`config.mk`:
```
export PLATFORM = sky130hd
export DESIGN_NAME = trap_arb_ctrl
export DESIGN_NICKNAME = d
export VERILOG_FILES = /design/src/rtl/trap_arb_pkg.sv /design/src/rtl/trap_capture.sv /design/src/rtl/trap_arbiter.sv /design/src/rtl/trap_tracker.sv /design/src/rtl/trap_conflict.sv /design/src/rtl/trap_arb_ctrl.sv
export SDC_FILE = /design/constraint.sdc
export NUM_CORES = 1
export LEC_CHECK = 0
export BUFFER_PORTS_ARGS = -buffer_cell sky130_fd_sc_hd__buf_4
export CAP_MARGIN = 10
export CORE_ASPECT_RATIO = 1.2
export CORE_MARGIN = 8
export CORE_UTILIZATION = 53
export CTS_BUF_LIST = sky130_fd_sc_hd__clkbuf_4 sky130_fd_sc_hd__clkbuf_8 sky130_fd_sc_hd__clkbuf_16
export CTS_CLUSTER_DIAMETER = 40
export DETAILED_ROUTE_END_ITERATION = 7
export HOLD_SLACK_MARGIN = 0.02
export PLACE_DENSITY = 0.85
export SYNTH_ARGS = -nofsm -noshare
export SYNTH_HDL_FRONTEND = slang
export SYNTH_HIERARCHICAL = 1
export SYNTH_SLANG_ARGS = --single-unit
```
`constraint.sdc`:
```
create_clock -name clk -period 2.6 [get_ports clk]
set_clock_uncertainty 0.15 [all_clocks]
set_input_delay 0.52 -clock clk [delete_from_list [all_inputs] [get_ports clk]]
set_output_delay 0.52 -clock clk [all_outputs]
set_load 0.005 [all_outputs]
```
`src/rtl/trap_arb_pkg.sv`:
```
package trap_arb_pkg;

    localparam int NUM_TRAPS  = 8;
    localparam int SOFT_TRAPS = 4;
    localparam int BASE_LEVEL = 8;
    localparam int IDX_W      = $clog2(NUM_TRAPS);
    localparam int LVL_W      = 4;
    localparam int ARITH_IDX  = 3;
    localparam int OSC_IDX    = 6;

    typedef logic [NUM_TRAPS-1:0] trap_vec_t;

    localparam trap_vec_t HARD_MASK = ~trap_vec_t'((1 << SOFT_TRAPS) - 1);
    localparam trap_vec_t HOLD_MASK = trap_vec_t'((1 << ARITH_IDX) | (1 << OSC_IDX));

    typedef struct packed {
        logic             valid;
        logic [IDX_W-1:0] idx;
    } pick_t;

    // Highest set bit of a slot vector.
    function automatic pick_t pick_highest(input trap_vec_t v);
        pick_t r;
        r.valid = 1'b0;
        r.idx   = '0;
        for (int i = 0; i < NUM_TRAPS; i++) begin
            if (v[i]) begin
                r.valid = 1'b1;
                r.idx   = IDX_W'(i);
            end
        end
        return r;
    endfunction

    function automatic logic [LVL_W-1:0] idx_to_level(input logic [IDX_W-1:0] idx);
        return LVL_W'(BASE_LEVEL) + LVL_W'(idx);
    endfunction

    // Slots strictly more urgent than idx.
    function automatic trap_vec_t above_mask(input logic [IDX_W-1:0] idx);
        trap_vec_t m;
        for (int i = 0; i < NUM_TRAPS; i++) begin
            m[i] = (i > int'(idx));
        end
        return m;
    endfunction

endpackage

```
`src/rtl/trap_capture.sv`:
```
module trap_capture
    import trap_arb_pkg::*;
#(
    parameter int SOFT_DELAY = 2
) (
    input  logic      clk,
    input  logic      rst,
    input  logic      por,
    input  trap_vec_t trap_req,
    input  trap_vec_t flag_clr,
    output trap_vec_t rise_o,
    output trap_vec_t pend_set_o,
    output trap_vec_t flags_o
);

    logic      clr_all;
    trap_vec_t prev_q;
    trap_vec_t rise;
    trap_vec_t flags_q;
    trap_vec_t clr_ok;
    logic [SOFT_TRAPS-1:0] soft_set;

    assign clr_all = rst | por;

    always_ff @(posedge clk) begin
        if (clr_all) prev_q <= '0;
        else         prev_q <= trap_req;
    end

    assign rise = trap_req & ~prev_q;

    generate
        if (SOFT_DELAY <= 1) begin : g_direct
            assign soft_set = rise[SOFT_TRAPS-1:0];
        end else begin : g_pipe
            logic [SOFT_TRAPS-1:0] stage_q [SOFT_DELAY-1];
            always_ff @(posedge clk) begin
                if (clr_all) begin
                    for (int k = 0; k < SOFT_DELAY - 1; k++) stage_q[k] <= '0;
                end else begin
                    stage_q[0] <= rise[SOFT_TRAPS-1:0];
                    for (int k = 1; k < SOFT_DELAY - 1; k++) stage_q[k] <= stage_q[k-1];
                end
            end
            assign soft_set = stage_q[SOFT_DELAY-2];
        end
    endgenerate

    assign pend_set_o = {rise[NUM_TRAPS-1:SOFT_TRAPS], soft_set};
    assign rise_o     = rise;

    // Clears on held-condition slots are refused while the source is active.
    assign clr_ok = flag_clr & ~(HOLD_MASK & trap_req);

    always_ff @(posedge clk) begin
        if (clr_all) flags_q <= '0;
        else         flags_q <= (flags_q & ~clr_ok) | rise;
    end

    assign flags_o = flags_q;

    p_arith_hold_r11: assert property (@(posedge clk) disable iff (clr_all)
        flags_q[ARITH_IDX] && trap_req[ARITH_IDX] |=> flags_q[ARITH_IDX]);

    p_osc_hold_r11: assert property (@(posedge clk) disable iff (clr_all)
        flags_q[OSC_IDX] && trap_req[OSC_IDX] |=> flags_q[OSC_IDX]);

endmodule

```
`src/rtl/trap_arbiter.sv`:
```
module trap_arbiter
    import trap_arb_pkg::*;
(
    input  trap_vec_t pend,
    input  trap_vec_t svc,
    output pick_t     win_o,
    output pick_t     top_o
);

    pick_t pend_hi;
    pick_t svc_hi;

    always_comb begin
        pend_hi = pick_highest(pend);
        svc_hi  = pick_highest(svc);
        win_o   = pend_hi;
        // A pending trap is offered only if it outranks everything in service.
        if (svc_hi.valid && (pend_hi.idx <= svc_hi.idx)) win_o.valid = 1'b0;
        top_o   = svc_hi;
    end

endmodule

```
`src/rtl/trap_tracker.sv`:
```
module trap_tracker
    import trap_arb_pkg::*;
(
    input  logic             clk,
    input  logic             clr_all,
    input  trap_vec_t        pend_set,
    input  logic             core_ack,
    input  logic             core_done,
    output logic             vec_valid,
    output logic [LVL_W-1:0] vec_level,
    output logic             stall,
    output trap_vec_t        outstanding_o
);

    trap_vec_t pend_q, svc_q;
    trap_vec_t pend_n, svc_n;
    pick_t     win, top;

    trap_arbiter u_arb (
        .pend  (pend_q),
        .svc   (svc_q),
        .win_o (win),
        .top_o (top)
    );

    always_comb begin
        pend_n = pend_q;
        svc_n  = svc_q;
        if (core_done && top.valid) svc_n[top.idx] = 1'b0;
        if (core_ack && win.valid) begin
            pend_n[win.idx] = 1'b0;
            svc_n[win.idx]  = 1'b1;
        end
        pend_n = pend_n | pend_set;
    end

    always_ff @(posedge clk) begin
        if (clr_all) begin
            pend_q <= '0;
            svc_q  <= '0;
        end else begin
            pend_q <= pend_n;
            svc_q  <= svc_n;
        end
    end

    assign vec_valid     = win.valid;
    assign vec_level     = idx_to_level(win.idx);
    assign stall         = |((pend_q | svc_q) & HARD_MASK);
    assign outstanding_o = pend_q | svc_q;

    p_valid_hold_r6: assert property (@(posedge clk) disable iff (clr_all)
        vec_valid && !core_ack |=> vec_valid);

    p_retire_one_r8: assert property (@(posedge clk) disable iff (clr_all)
        core_done && !core_ack && ($countones(svc_q) > 0)
        |=> $countones(svc_q) == $past($countones(svc_q)) - 1);

    p_done_idle_r12: assert property (@(posedge clk) disable iff (clr_all)
        core_done && (svc_q == '0) && (pend_q == '0) && (pend_set == '0) |=> !vec_valid);

endmodule

```
`src/rtl/trap_conflict.sv`:
```
module trap_conflict
    import trap_arb_pkg::*;
(
    input  logic      clk,
    input  logic      rst,
    input  logic      por,
    input  trap_vec_t rise,
    input  trap_vec_t outstanding,
    input  logic      conflict_clr,
    output logic      reset_req,
    output logic      sticky
);

    trap_vec_t hit;
    logic      conflict;
    logic      reset_req_q;
    logic      sticky_q;

    generate
        for (genvar i = 0; i < NUM_TRAPS; i++) begin : g_hit
            if (i >= SOFT_TRAPS) begin : g_hard
                assign hit[i] = rise[i] & (|(outstanding & above_mask(IDX_W'(i))));
            end else begin : g_soft
                assign hit[i] = 1'b0;
            end
        end
    endgenerate

    assign conflict = (|hit) & ~rst;

    always_ff @(posedge clk) begin
        if (rst | por)     reset_req_q <= 1'b0;
        else if (conflict) reset_req_q <= 1'b1;
    end

    // Only a power-on reset or the software clear removes the status.
    always_ff @(posedge clk) begin
        if (por)               sticky_q <= 1'b0;
        else if (conflict)     sticky_q <= 1'b1;
        else if (conflict_clr) sticky_q <= 1'b0;
    end

    assign reset_req = reset_req_q;
    assign sticky    = sticky_q;

    p_conflict_sets_r9: assert property (@(posedge clk) disable iff (rst || por)
        conflict |=> reset_req_q && sticky_q);

    p_reset_req_hold_r9: assert property (@(posedge clk) disable iff (rst || por)
        reset_req_q |=> reset_req_q);

    p_sticky_hold_r10: assert property (@(posedge clk) disable iff (por)
        sticky_q && !conflict_clr |=> sticky_q);

endmodule

```
`src/rtl/trap_arb_ctrl.sv`:
```
module trap_arb_ctrl
    import trap_arb_pkg::*;
#(
    parameter int SOFT_DELAY = 2
) (
    input  logic                 clk,
    input  logic                 rst,
    input  logic                 por,
    input  logic [NUM_TRAPS-1:0] trap_req,
    input  logic [NUM_TRAPS-1:0] flag_clr,
    input  logic                 core_ack,
    input  logic                 core_done,
    input  logic                 conflict_clr,
    output logic                 vec_valid,
    output logic [LVL_W-1:0]     vec_level,
    output logic                 stall,
    output logic                 reset_req,
    output logic                 conflict_sticky,
    output logic [NUM_TRAPS-1:0] trap_flags
);

    trap_vec_t rise;
    trap_vec_t pend_set;
    trap_vec_t outstanding;

    trap_capture #(.SOFT_DELAY(SOFT_DELAY)) u_capture (
        .clk        (clk),
        .rst        (rst),
        .por        (por),
        .trap_req   (trap_req),
        .flag_clr   (flag_clr),
        .rise_o     (rise),
        .pend_set_o (pend_set),
        .flags_o    (trap_flags)
    );

    trap_tracker u_tracker (
        .clk           (clk),
        .clr_all       (rst | por),
        .pend_set      (pend_set),
        .core_ack      (core_ack),
        .core_done     (core_done),
        .vec_valid     (vec_valid),
        .vec_level     (vec_level),
        .stall         (stall),
        .outstanding_o (outstanding)
    );

    trap_conflict u_conflict (
        .clk          (clk),
        .rst          (rst),
        .por          (por),
        .rise         (rise),
        .outstanding  (outstanding),
        .conflict_clr (conflict_clr),
        .reset_req    (reset_req),
        .sticky       (conflict_sticky)
    );

endmodule

```
==> metrics.cfg, run 1 <==
[run_status]
outcome=finished with violations
violations=setup timing

[pwr]
reported_net_switching_power_mw=0.309
power.combinational.fraction=0.196
p_per_area_mw_per_mm2=536
peakVddDrop_uv=369
power.clock.fraction=0.277
share_of_total_power_consumed_by_net_switching=0.264
finalPower_mw=1.17
power_report.internal_total_mw=0.861
p_leak_nw=0.925
p_seq_frac=0.527

[sta]
tightestPinTransition_ns=0.583
fmaxAchievable_mhz=367
hold_viol=0
totalNegativeSetupSlack_ns=-0.126
min_period_over_period=1.05
fin_ws_ns=-0.126
finalWorstPathRequiredPeriod_ns=2.73
rsz0062_at_grt=true
max_slew_margin=0.612
final-setup-viol-count=1
final-max-slew-violation-count=0

[yosys]
syn_avg_cell_area_um2=8.41
synth-warning-count=6
synth.cell_area_mm2=0.00171
synthesis.instances=203
synth_nets=228

[finish]
multi_input_comb_area_um2=905
area_growth_pct=28.0
layout.area.seq_um2=777
summed_area_of_non_filler_cells_in_the_final_layout_mm2=0.00218
nets=271
drive_gt1_frac=0.344
num_antenna_cells=0
final_core_util=0.709
fill_cells=266

[die]
die-width_um=67.8
die_y_um=78.2
io_pins=38
std_cell_rows=22
placeableCoreArea_mm2=0.00308
start_util=0.554
die_area_mm2=0.00530

[clock_tree]
cts_max_path_buffers=2
cts-buffers-inserted=5
numClockSinks=38
post_cts_hold_buffer_count=0
path_clk_slew_ns=0.11
clockRootBuffer=clkbuf_4
ctsHtreeMaxLevel=2
worst_skew_pair.late_latency_ns=0.34
cts_tree=done

[global_routing]
via_count_of_the_first_global_routing_pass=1556
largest_net_degree_at_the_start_of_global_routing=17
grt_pass1_wl_um=6840
grt_util_met1=0.179
globalRouteOverflowTotal=0
initial_antenna_violation_count=0
met3_usage=0.0625
globalRouteMet2Util=0.264
globalRoute.busiestLayer=met2
globalRouteTotalUtil=0.161

[setup_path]
regToRegStartpoint=u_tracker/pend_q[2]
worst_setup_path_start_kind=register
critPathKind=register to primary output
timing.reg2reg.setup_slack_ns=0.10
crit_arrival_ns=2.06
cp_max_fo=5
crit_end_element=primary output
worstReg2RegEnd=u_tracker/pend_q[4]
path_buf_inv=1
list_of_cells_traversed_by_the_critical_path=o31a_2 > ha_4 > nor2b_2 > o21a_1 > o21ai_2 > a21oi_2 > buf_4
timing.critical_path.required_ns=1.93
timing.reg2reg.worst_path_depth=13
slowest_delay_ns=0.39
worst_path_max_delay_cell=dfxtp_4
worst_path_dominant_cell_family=compound AO/OA/AOI/OAI gates

[place]
port_buffers=36
gp_congestion=0.858
dpl_worst_slack_ns=0.144
detailedPlacementHpwl_um=2910
post_dp_cell_area_mm2=0.00199

[detailed_routing]
route.detailed.vias_per_inst=5.38
drt_iter0_markers=136
route.final.wire_length_um=4090
wire_per_inst_um=14.4
drc_errors=0
vias=1523
route.antenna.remaining_nets=0
drt_pre_antenna_iters=4

[min_path]
hold_path.class=input port to register
holdCritStartpoint=trap_req[2]
hold_end=u_capture/prev_q[2]
whs_path_depth=2

[run]
maxCapViolations=0

stage by stage:
step | hold WS [ns] | instances
6_report | 0.241 | 283
3_3_place_gp | 0.263 | 269
4_1_cts | 0.226 | 281
2_1_floorplan | 0.261 | 203
3_5_place_dp | 0.269 | 269
5_1_grt | 0.215 | 283
layout make-up:
cell class	instances	share of cell area
sequential	38	0.356
multi-input combinational	141	0.414
tap	36	0.0206
clock inverter	1	0.00229
clock buffer	7	0.0269
inverter	15	0.0258
timing repair buffer	45	0.155
cells in the final DEF, fill, tap and decap left out, types with 3 or more instances in the layout:
cell type and instances:
buf_4 45, dfxtp_1 29, nor2_1 19, a21oi_1 19, inv_1 15, nand2b_1 12, o21ai_0 11, and2_1 9
nand2_1 9, nor2b_1 7, dfxtp_2 7, clkbuf_4 6, a21oi_2 6, nand3_1 5, or2_1 4, o21ai_1 4
o31ai_1 3
power by group through the flow:
stage               logic [mW]  clock network [mW]  registers (mW)
finish                   0.229               0.324           0.617
global route             0.253               0.359           0.620
CTS                      0.218               0.336           0.617
detailed placement       0.198                   0           0.629
global placement         0.194                   0           0.628
floorplan                0.120                   0           0.627
worst max-delay path by stage:
stage / startpoint / to / slack (ns) / depth (start not counted)
2_1_floorplan: u_tracker/pend_q[3] / vec_valid / 0.25 / 7
3_3_place_gp: u_tracker/svc_q[5] / vec_valid / 0.21 / 7
3_5_place_dp: u_tracker/svc_q[5] / u_tracker/pend_q[7] / 0.14 / 9
4_1_cts: u_tracker/svc_q[2] / vec_valid / -0.05 / 10
5_1_grt: u_tracker/svc_q[6] / vec_valid / -0.19 / 8
6_report: u_tracker/svc_q[4] / vec_valid / -0.13 / 7
routing by layer:
layer / up-vias / wire length, µm
met5: - / 0
met4: 0 / 84
met3: 12 / 222
met2: 48 / 2070
met1: 704 / 1710
li1: 759 / -
state kept, by name (all words and copies together) (netlist names):
register,count
u_tracker/svc_q,8
u_conflict/sticky,1
u_capture/flags_o,8
u_tracker/pend_q,8
u_capture/prev_q,8
u_conflict/reset_req,1
u_capture/g_pipe.stage_q,4
what timing repair did:
item / in CTS / in global routing
endpoints found under the setup margin: 1 / 5
hold endpoints to repair: 0 / 0
gates resized for setup: 18 / 8
pin swaps: 9 / 9
setup buffers: 4 / 2
Power figures use the tool's default switching activity.
==> run 2: changes to the inputs <==
--- a/config.mk
+++ b/config.mk
@@ -14,7 +14,9 @@
 export CTS_CLUSTER_DIAMETER = 40
 export DETAILED_ROUTE_END_ITERATION = 7
 export HOLD_SLACK_MARGIN = 0.02
+export MAX_ROUTING_LAYER = met4
 export PLACE_DENSITY = 0.85
+export SETUP_SLACK_MARGIN = 0.1
 export SYNTH_ARGS = -nofsm -noshare
 export SYNTH_HDL_FRONTEND = slang
 export SYNTH_HIERARCHICAL = 1
==> run 2 against run 1 <==
Against the previous run: the run still ends with setup timing left; global-route usage up 0.42 points; clock power up 1%; die area unchanged; clock-buffer cell count unchanged; total power up 1.1%; sequential share of layout area down 0.40 points; sequential power about the same; critical path type unchanged; critical endpoint unchanged; largest power group unchanged.
==> metrics.cfg, run 2 (synthesis gave the netlist of run 1 again) <==
[setup_path]
critPathKind=register to primary output
crit_arrival_ns=2.08
cp_max_fo=3
worst_setup_path_start_kind=register
timing.critical_path.required_ns=1.93
crit_end_element=primary output
timing.reg2reg.worst_path_depth=13

[finish]
num_antenna_cells=0
stdcell_count=283
nets=271
drive_gt1_frac=0.368
layout_commonest_cell=buf_4
layout_common_cells=buf_4 (45), dfxtp_1 (29), a21oi_1 (19)
area_growth_pct=29.5

[clock_tree]
numClockSinks=38
clockRootBuffer=clkbuf_4
cts-buffers-inserted=5
cts_tree=done
path_clk_slew_ns=0.11
worst_skew_pair.late_latency_ns=0.34
cts_max_path_buffers=2
ctsHtreeMaxLevel=2

[run]
maxCapViolations=0

[sta]
fin_ws_ns=-0.151
finalWorstPathRequiredPeriod_ns=2.75
rsz0062_at_grt=true
hold_viol=0
final-max-slew-violation-count=0
tightestPinTransition_ns=0.583
fmaxAchievable_mhz=364
final-setup-viol-count=1
min_period_over_period=1.06
max_slew_margin=0.612

[pwr]
peakVddDrop_uv=377
p_per_area_mw_per_mm2=535
finalPower_mw=1.18
p_leak_nw=0.926

[place]
detailedPlacementHpwl_um=2910
dp.cells=269
gp_congestion=0.871
port_buffers=36

[die]
die_area_mm2=0.00530
start_util=0.554
io_pins=38
std_cell_rows=22
placeableCoreArea_mm2=0.00308
die_y_um=78.2
die-width_um=67.8

[global_routing]
grt_pass1_wl_um=6840
globalRouteOverflowTotal=0
via_count_of_the_first_global_routing_pass=1560
largest_net_degree_at_the_start_of_global_routing=17
initial_antenna_violation_count=0
grt_util_met1=0.182
globalRouteTotalUtil=0.165
globalRoute.busiestLayer=met2
met3_usage=0.0554
globalRouteMet2Util=0.265

[min_path]
hold_path.class=input port to register
whs_path_depth=2

[detailed_routing]
drc_errors=0
wire_per_inst_um=14.9
drt_iter0_markers=125
route.detailed.vias_per_inst=5.45
route.final.wire_length_um=4220
drt_pre_antenna_iters=4
route.antenna.remaining_nets=0
vias=1543

[run_status]
outcome=finished with violations
violations=setup timing

==> run 2: path summary, 6_finish.rpt <==
check	from	to	slack [ns]
worst max-delay path	u_tracker/svc_q[3]	vec_valid	-0.15
worst min-delay path	trap_req[4]	u_capture/prev_q[4]	0.23
worst max register to register	u_tracker/pend_q[2]	u_tracker/pend_q[4]	0.10
worst min register to register	u_capture/g_pipe.stage_q[0][1]	u_tracker/pend_q[1]	0.28
==> run 2: metrics by stage <==
step	worst slack [ns]	util	setup TNS [ns]	hold slack [ns]	cell area, µm²
global route	-0.213	0.717	-0.237	0.215	2210
detailed placement	0.144	0.644	0	0.269	1990
global placement	0.208	0.644	0	0.263	1990
floorplan	0.246	-	0	0.261	1710
CTS	-0.0537	0.694	-0.0537	0.226	2140
finish	-0.151	0.717	-0.151	0.235	2210
==> run 2: final cells by class <==
cell class                      count  area [µm²]
Clock buffer                        7        58.8
Clock inverter                      1        5.00
Fill cell                         259         873
Inverter                           15        56.3
Multi-Input combinational cell    141         930
Sequential cell                    38         777
Tap cell                           36        45.0
Timing Repair Buffer               45         338
==> run 2: repair_timing <==
| action | in CTS | in global routing |
|---|---|---|
| buffers inserted | 4 | 2 |
| hold buffers | 0 | 0 |
| pin swaps | 9 | 17 |
| resized for setup | 18 | 17 |
| setup endpoints to repair | 1 | 12 |
==> run 2: power by group <==
part	leakage, nW	switching (mW)	internal [mW]	total (mW)
sequential	0.315	0.0158	0.602	0.617
clock	0.0387	0.187	0.142	0.328
combinational	0.572	0.117	0.120	0.237
total	0.926	0.320	0.863	1.18
==> run 2: routing by layer <==
layer / vias to the layer above / share of wire
met2: 50 / 0.51
met3: 10 / 0.045
met1: 725 / 0.43
met5: - / 0
met4: 0 / 0.018
li1: 758 / -
==> run 2: worst max-delay path, stage by stage, from the launching register on <==
cell and delay (ns):
dfxtp_2 0.34, nor2_1 0.24, o31a_2 0.22, ha_4 0.21, nor2b_2 0.15, o21a_1 0.19, o21ai_2 0.15, a21oi_2 0.08
buf_4 0.16
